`src/rtl/spi_mem_pkg.sv`:
```
package spi_mem_pkg;
    localparam logic [7:0] OP_EN_SET  = 8'h06;
    localparam logic [7:0] OP_EN_CLR  = 8'h04;
    localparam logic [7:0] OP_STAT_WR = 8'h01;
    localparam logic [7:0] OP_STAT_RD = 8'h05;
    localparam logic [7:0] OP_PROG    = 8'h02;
    localparam logic [7:0] OP_READ    = 8'h03;

    localparam int OPC_BITS  = 8;
    localparam int ADDR_BITS = 16;

    typedef enum logic [3:0] {
        PH_IDLE,
        PH_OPC,
        PH_ADDR,
        PH_RDATA,
        PH_PDATA,
        PH_RSTAT,
        PH_WSTAT,
        PH_CMD,
        PH_SKIP
    } phase_e;
endpackage

```
`src/rtl/spi_mem_sync.sv`:
```
module spi_mem_sync #(
    parameter int   STAGES  = 2,
    parameter logic RST_VAL = 1'b0
) (
    input  logic clk,
    input  logic rst_n,
    input  logic din,
    output logic dout
);
    logic [STAGES-1:0] pipe_q;

    always_ff @(posedge clk or negedge rst_n) begin
        if (!rst_n) begin
            pipe_q <= {STAGES{RST_VAL}};
        end else begin
            pipe_q <= {pipe_q[STAGES-2:0], din};
        end
    end

    assign dout = pipe_q[STAGES-1];
endmodule

```
`src/rtl/spi_mem_array.sv`:
```
module spi_mem_array #(
    parameter int ADDR_W = 9,
    parameter int DATA_W = 8
) (
    input  logic              clk,
    input  logic              we,
    input  logic [ADDR_W-1:0] waddr,
    input  logic [DATA_W-1:0] wdata,
    input  logic [ADDR_W-1:0] raddr,
    output logic [DATA_W-1:0] rdata
);
    localparam int DEPTH = 1 << ADDR_W;

    logic [DATA_W-1:0] cells_q [DEPTH];

    always_ff @(posedge clk) begin
        if (we) begin
            cells_q[waddr] <= wdata;
        end
        rdata <= cells_q[raddr];
    end
endmodule

```
`src/rtl/spi_mem_slave.sv`:
```
module spi_mem_slave
    import spi_mem_pkg::*;
#(
    parameter int ADDR_W      = 9,
    parameter int SECT_LEN    = 16,
    parameter int SYNC_STAGES = 2
) (
    input  logic                    clk,
    input  logic                    rst_n,
    input  logic                    spi_sck,
    input  logic                    spi_cs_n,
    input  logic                    spi_si,
    output logic                    spi_so,
    output logic                    spi_so_oe,
    input  logic                    nv_busy,
    input  logic [7:0]              stat_byte,
    input  logic                    arr_we,
    input  logic [ADDR_W-1:0]       arr_waddr,
    input  logic [7:0]              arr_wdata,
    output logic                    en_set,
    output logic                    en_clr,
    output logic                    stat_wr,
    output logic [7:0]              stat_wdata,
    output logic                    prog_req,
    output logic [ADDR_W-1:0]       prog_base,
    output logic [8*SECT_LEN-1:0]   prog_data
);
    localparam int SECT_W    = $clog2(SECT_LEN);
    localparam int BUF_W     = 8 * SECT_LEN;
    localparam int PROG_BITS = OPC_BITS + ADDR_BITS + BUF_W;
    localparam int CNT_W     = $clog2(PROG_BITS) + 1;
    localparam logic [CNT_W-1:0] CNT_OPC  = CNT_W'(OPC_BITS);
    localparam logic [CNT_W-1:0] CNT_ALST = CNT_W'(OPC_BITS + ADDR_BITS - 1);
    localparam logic [CNT_W-1:0] CNT_STW  = CNT_W'(2 * OPC_BITS);
    localparam logic [CNT_W-1:0] CNT_PROG = CNT_W'(PROG_BITS);

    typedef struct packed {
        phase_e              ph;
        logic                sck_prev;
        logic                cs_prev;
        logic [CNT_W-1:0]    nbits;
        logic [7:0]          shreg;
        logic [7:0]          opc;
        logic [ADDR_W-1:0]   addr;
        logic [ADDR_W-1:0]   rd_addr;
        logic [2:0]          oidx;
        logic [SECT_W-1:0]   slot;
        logic [BUF_W-1:0]    buffer;
        logic [7:0]          last_byte;
        logic                so;
        logic                so_oe;
        logic                en_set;
        logic                en_clr;
        logic                stat_wr;
        logic [7:0]          stat_wdata;
        logic                prog_req;
        logic [ADDR_W-1:0]   prog_base;
        logic [BUF_W-1:0]    prog_data;
    } slv_state_t;

    slv_state_t q, d;

    logic sck_s, cs_s, si_s;
    logic sck_rise, sck_fall, cs_rise, cs_fall;
    logic [7:0] rdata;

    // Chip select resets low so a select held low through reset is not seen as a fall.
    spi_mem_sync #(.STAGES(SYNC_STAGES), .RST_VAL(1'b0)) u_sync_sck (
        .clk(clk), .rst_n(rst_n), .din(spi_sck), .dout(sck_s));
    spi_mem_sync #(.STAGES(SYNC_STAGES), .RST_VAL(1'b0)) u_sync_cs (
        .clk(clk), .rst_n(rst_n), .din(spi_cs_n), .dout(cs_s));
    spi_mem_sync #(.STAGES(SYNC_STAGES), .RST_VAL(1'b0)) u_sync_si (
        .clk(clk), .rst_n(rst_n), .din(spi_si), .dout(si_s));

    spi_mem_array #(.ADDR_W(ADDR_W), .DATA_W(8)) u_array (
        .clk(clk), .we(arr_we), .waddr(arr_waddr), .wdata(arr_wdata),
        .raddr(q.rd_addr), .rdata(rdata));

    assign sck_rise = sck_s & ~q.sck_prev;
    assign sck_fall = ~sck_s & q.sck_prev;
    assign cs_rise  = cs_s & ~q.cs_prev;
    assign cs_fall  = ~cs_s & q.cs_prev;

    always_comb begin
        logic [7:0]        sh;
        logic              byte_done;
        logic [ADDR_W-1:0] addr_nx;

        d          = q;
        d.sck_prev = sck_s;
        d.cs_prev  = cs_s;
        d.en_set   = 1'b0;
        d.en_clr   = 1'b0;
        d.stat_wr  = 1'b0;
        d.prog_req = 1'b0;

        sh        = {q.shreg[6:0], si_s};
        byte_done = (q.nbits[2:0] == 3'd7);
        addr_nx   = {q.addr[ADDR_W-2:0], si_s};

        if (cs_fall) begin
            d.ph    = PH_OPC;
            d.nbits = '0;
            d.oidx  = '0;
        end else if (cs_rise) begin
            case (q.ph)
                PH_CMD: begin
                    if (q.nbits == CNT_OPC) begin
                        d.en_set = (q.opc == OP_EN_SET);
                        d.en_clr = (q.opc == OP_EN_CLR);
                    end
                end
                PH_WSTAT: begin
                    if ((q.nbits[2:0] == 3'd0) && (q.nbits >= CNT_STW)) begin
                        d.stat_wr    = 1'b1;
                        d.stat_wdata = q.last_byte;
                    end
                end
                PH_PDATA: begin
                    if (q.nbits == CNT_PROG) begin
                        d.prog_req  = 1'b1;
                        d.prog_base = {q.addr[ADDR_W-1:SECT_W], {SECT_W{1'b0}}};
                        d.prog_data = q.buffer;
                    end
                end
                default: ;
            endcase
            d.ph = PH_IDLE;
        end else if (!cs_s && (q.ph != PH_IDLE)) begin
            if (sck_rise) begin
                d.shreg = sh;
                if (q.nbits != '1) begin
                    d.nbits = q.nbits + 1'b1;
                end
                case (q.ph)
                    PH_OPC: begin
                        if (byte_done) begin
                            d.opc = sh;
                            case (sh)
                                OP_READ, OP_PROG:     d.ph = PH_ADDR;
                                OP_STAT_RD: begin
                                    d.ph   = PH_RSTAT;
                                    d.oidx = '0;
                                end
                                OP_STAT_WR:           d.ph = PH_WSTAT;
                                OP_EN_SET, OP_EN_CLR: d.ph = PH_CMD;
                                default:              d.ph = PH_SKIP;
                            endcase
                        end
                    end
                    PH_ADDR: begin
                        d.addr = addr_nx;
                        if (q.nbits == CNT_ALST) begin
                            if (q.opc == OP_READ) begin
                                d.ph      = PH_RDATA;
                                d.rd_addr = addr_nx;
                                d.oidx    = '0;
                            end else begin
                                d.ph   = PH_PDATA;
                                d.slot = addr_nx[SECT_W-1:0];
                            end
                        end
                    end
                    PH_PDATA: begin
                        if (byte_done) begin
                            d.buffer[q.slot*8 +: 8] = sh;
                            d.slot = q.slot + 1'b1;
                        end
                    end
                    PH_WSTAT: begin
                        if (byte_done) begin
                            d.last_byte = sh;
                        end
                    end
                    default: ;
                endcase
            end else if (sck_fall) begin
                case (q.ph)
                    PH_RDATA: begin
                        d.so   = rdata[~q.oidx];
                        d.oidx = q.oidx + 1'b1;
                        if (q.oidx == 3'd7) begin
                            d.rd_addr = q.rd_addr + 1'b1;
                        end
                    end
                    PH_RSTAT: begin
                        d.so   = nv_busy ? 1'b1 : stat_byte[~q.oidx];
                        d.oidx = q.oidx + 1'b1;
                    end
                    default: ;
                endcase
            end
        end

        d.so_oe = !cs_s && ((d.ph == PH_RDATA) || (d.ph == PH_RSTAT));
    end

    always_ff @(posedge clk or negedge rst_n) begin
        if (!rst_n) begin
            q          <= '0;
            q.ph       <= PH_IDLE;
        end else begin
            q <= d;
        end
    end

    assign spi_so     = q.so;
    assign spi_so_oe  = q.so_oe;
    assign en_set     = q.en_set;
    assign en_clr     = q.en_clr;
    assign stat_wr    = q.stat_wr;
    assign stat_wdata = q.stat_wdata;
    assign prog_req   = q.prog_req;
    assign prog_base  = q.prog_base;
    assign prog_data  = q.prog_data;
endmodule

```
`config.mk`:
```
export PLATFORM = sky130hd
export DESIGN_NAME = spi_mem_slave
export DESIGN_NICKNAME = d
export VERILOG_FILES = /design/src/rtl/spi_mem_pkg.sv /design/src/rtl/spi_mem_sync.sv /design/src/rtl/spi_mem_array.sv /design/src/rtl/spi_mem_slave.sv
export SDC_FILE = /design/constraint.sdc
export NUM_CORES = 2
export LEC_CHECK = 0
export CAP_MARGIN = 20
export CORE_MARGIN = 10
export CORE_UTILIZATION = 31
export DETAILED_ROUTE_END_ITERATION = 10
export PLACE_DENSITY = 0.43
export SLEW_MARGIN = 10
export SYNTH_ARGS = -nofsm -noshare
export SYNTH_HDL_FRONTEND = slang
export SYNTH_SLANG_ARGS = --single-unit
```
`constraint.sdc`:
```
create_clock -name clk -period 2.8 [get_ports clk]
set_clock_uncertainty 0.15 [all_clocks]
set_input_delay 0.42 -clock clk [delete_from_list [all_inputs] [get_ports clk]]
set_output_delay 0.42 -clock clk [all_outputs]
set_load 0.005 [all_outputs]
```
==> flow_summary_export.csv <==
group,metric,value,unit
clock_network,htreeDepth,5,
global_route,met1_usage,26.8,%
place,dpl_worst_slack,-1.51,ns
pwr,finalPower,140,mW
place,hpwlAfterDp,389000,um
pwr,p_leak,72.4,nW
timing,hold_viol,0,
synth,synth_xor_area_share,0.0150,%
global_route,grt_pass1_wl,798000,um
global_route,grt_use_total,18.9,%
job,maxCapViolations,0,
final_layout,area_delta_synth_final,24.5,%
place,placedCellCount,17500,
setup_path,end_kind,"flip-flop",
timing,setup_viol,8,
setup_path,path_max_fanout,8,
setup_path,rrSetupSlack,-1.16,ns
synth,postSynthCellCount,8601,
global_route,grt.busiest_layer,"met2",
timing,tightest_slew,1.17,ns
clock_network,cts_root_buf,"clkbuf_16",
routing,vias,93600,
synth,synthTopCellsByArea,"edfxtp_1, mux4_2, dfrtp_1",
floorplan,dieHeight,771,um
setup_path,rr_startpoint,"q[294]",
synth,synth-seq-cells,4448,
clock_network,cts_tree,"yes",
synth,avgSynthCellArea,20.3,um2
hold_path,min_to,"u_sync_cs.pipe_q[1]",
global_route,globalRouteOverflowTotal,0,
floorplan,dieArea,594000,um2
timing,slew_headroom,22.1,%
final_layout,stdcell_area,218000,um2
routing,wl,577000,um
synth,synth_fa_ha_area_share,0.100,%
global_route,grt_util_met2,30.7,%
setup_path,cp_cell_sequence,"buf_12 -> buf_16 -> buf_12 -> buf_6 -> mux4_2 -> mux4_2 -> mux4_2 -> o211ai_1 -> buf_4 -> a32oi_1",
place,gp_congestion,0.813,
synth,synth_area,175000,um2
floorplan,die_w,771,um
status,violations,"negative setup slack",
setup_path,cp-start-kind,"flip-flop",
synth,async_flop_share,7.73,%
setup_path,cp_common_cell,"mux4_2",
floorplan,coreArea,561000,um2
hold_path,hold_path.class,"reg -> reg",
floorplan,std_cell_rows,275,
synth,yosysTopAreaCellShare,70.4,%
routing,first_iter_violations,9523,
setup_path,critPathRequiredTime,3.58,ns
routing,avgRoutedWirePerCell,31.3,um
timing,setup_slack,-1.16,ns
global_route,grt_max_degree,173,
timing,fmax,0.253,GHz
synth,ys_types,93,
clock_network,cts_buffers,476,
clock_network,cts.path.max_buffers,4,
setup_path,reg2reg_depth,10,
final_layout,final_common_cell,"edfxtp_1",
synth,synth_mux_area_share,16.5,%
final_layout,finalNetCount,10600,
timing,holdWs,0.207,ns
timing,rsz0062_at_grt,"true",
synth,ys_warn_count,0,
synth,yosys.area_share.simple,2.73,%
clock_network,insertion_delay,1.10,ns
routing,antenna_left,0,
hold_path,hold_depth,0,
place,io_buffers,178,
final_layout,finalNonFillerCells,18400,
setup_path,crit_slowest_cell,"o211ai_1",
hold_path,hold_start,"u_sync_cs.pipe_q[0]",
status,status,"finished with violations",
global_route,antenna_found_initial,62,
timing,final.min_clock_period,3.96,ns
clock_network,cts.clk_slew.worst_paths,0.06,ns
synth,synth_seq_area_share,75.4,%
routing,avgViaCountPerCell,5.08,
setup_path,slowest_delay,0.67,ns
timing,period_share,141,%
setup_path,crit_arrival,4.74,ns
final_layout,mostFrequentLayoutCells,"edfxtp_1, buf_4, mux4_2",
timing,final_max_slew_viol_count,0,
pwr,max-vdd-ir-drop,0.595,mV
global_route,grt_pass1_vias,96900,
final_layout,layout-drive-gt1-share,37.5,%
synth,yosys_most_used_dff,"edfxtp_1",
global_route,grt_util_met3,3.28,%
place,place_area,200000,um2
setup_path,rr_endpoint,"u_array.rdata[2]",
synth,synth-edff-count,4096,
clock_network,numClockSinks,4448,
floorplan,initial_core_util,31.1,%
pwr,power.density,642,nW/um2
setup_path,worstSetupPathType,"reg -> reg",
routing,drc_errors,0,
synth,synth_top_family_by_area,"multiplexers",
routing,first_pass_iters,7,
synth,synth-compound-area-share,2.73,%
floorplan,ioPinCount,183,
synth,synth_top_cell_by_area,"edfxtp_1",
## Yosys cell counts (12+ instances only)
| master | count |
|---|---|
| a211oi_1 | 35 |
| a21oi_1 | 108 |
| a221o_1 | 13 |
| a221oi_1 | 49 |
| a22o_1 | 12 |
| a22oi_1 | 58 |
| a311oi_1 | 13 |
| a31oi_1 | 31 |
| and3_1 | 16 |
| buf_1 | 26 |
| buf_2 | 141 |
| buf_4 | 192 |
| buf_6 | 63 |
| buf_8 | 20 |
| clkbuf_1 | 213 |
| dfrtp_1 | 344 |
| edfxtp_1 | 4096 |
| ha_1 | 14 |
| inv_1 | 30 |
| mux2_2 | 317 |
| mux2i_1 | 332 |
| mux4_2 | 970 |
| nand2_1 | 285 |
| nand3_1 | 56 |
| nor2_1 | 606 |
| nor2b_1 | 28 |
| nor3_1 | 28 |
| o211ai_1 | 24 |
| o21ai_0 | 161 |
| o221ai_1 | 45 |
| o22ai_1 | 67 |
## worst max-delay path by stage
stage	from	endpoint	slack [ns]	cells past startpoint
after detailed placement	q[294]	u_array.rdata[0]	-1.51	11
after global placement	q[294]	u_array.rdata[0]	-1.60	11
final	q[294]	u_array.rdata[2]	-1.16	10
after floorplan	q[294]	u_array.rdata[4]	-0.01	8
after global routing	q[294]	u_array.rdata[2]	-1.16	10
after CTS	q[294]	u_array.rdata[2]	-1.17	10
## metal layers
layer	part of all wire [%]	wire length [um]
met1	44	255000
met2	47	273000
met5	0	0
met3	6.3	36500
met4	2.1	11900
## power by group
part	switching, mW	total, mW	internal [mW]
Combinational	1.92	2.45	0.536
Clock	27.3	64.5	37.2
Sequential	0.0603	72.7	72.6
## logic make-up (layout without fill, tap and decap cells)
| logic type | after synthesis | after routing |
|---|---|---|
| AO/OA/AOI/OAI | 702 | 702 |
| XOR/XNOR | 3 | 3 |
| AND/OR/NAND/NOR | 1112 | 1112 |
| adder cells (fa/ha/maj) | 14 | 14 |
| buffers and inverters | 696 | 3038 |
| multiplexers | 1625 | 1625 |
| other | 1 | 15 |
| flip-flops | 4448 | 4448 |
## timing repair
item	4_1_cts	5_1_grt
hold endpoints to repair	1957	0
hold buffers	15	0
gates cloned	7	1
pin swaps	32	24
endpoints found under the setup margin	54	36
buffers inserted	57	8
resized for setup	187	49
## per-stage QoR
step | setup TNS (ns) | utilization [%]
2_1_floorplan | -0.0193 | -
4_1_cts | -7.47 | 38.7
5_1_grt | -8.06 | 38.8
3_3_place_gp | -18.93 | 35.6
6_report | -7.82 | 38.8
3_5_place_dp | -20.91 | 35.6
## state kept, by name, summed over array words and instances (netlist names), named ones only
signal	flops
u_sync_sck.pipe_q	2
en_set	1
en_clr	1
prog_data	128
stat_wr	1
spi_so_oe	1
spi_so	1
stat_wdata	8
u_array.cells_q	4096
u_sync_si.pipe_q	2
u_sync_cs.pipe_q	2
prog_req	1
q	63
prog_base	5
u_array.rdata	8
## worst max-delay path: cells and delay by family (launching register included)
kind	cells	cell delay, ns
buffers and inverters	5	0.83
DFF	1	0.42
AOI/OAI and AO/OA	2	0.75
muxes	3	1.61
## final cells by class
cell class                      count  area [um2]
Fill cell                       50700      344000
Inverter                           34         146
Tap cell                         7479        9360
Antenna cell                       11        27.5
Clock buffer                      579       12500
Timing Repair Buffer             2113       20700
Multi-Input combinational cell   3460       39500
Sequential cell                  4448      132000
Clock inverter                    312        3520
No activity file was read; power rests on OpenSTA's default activity.
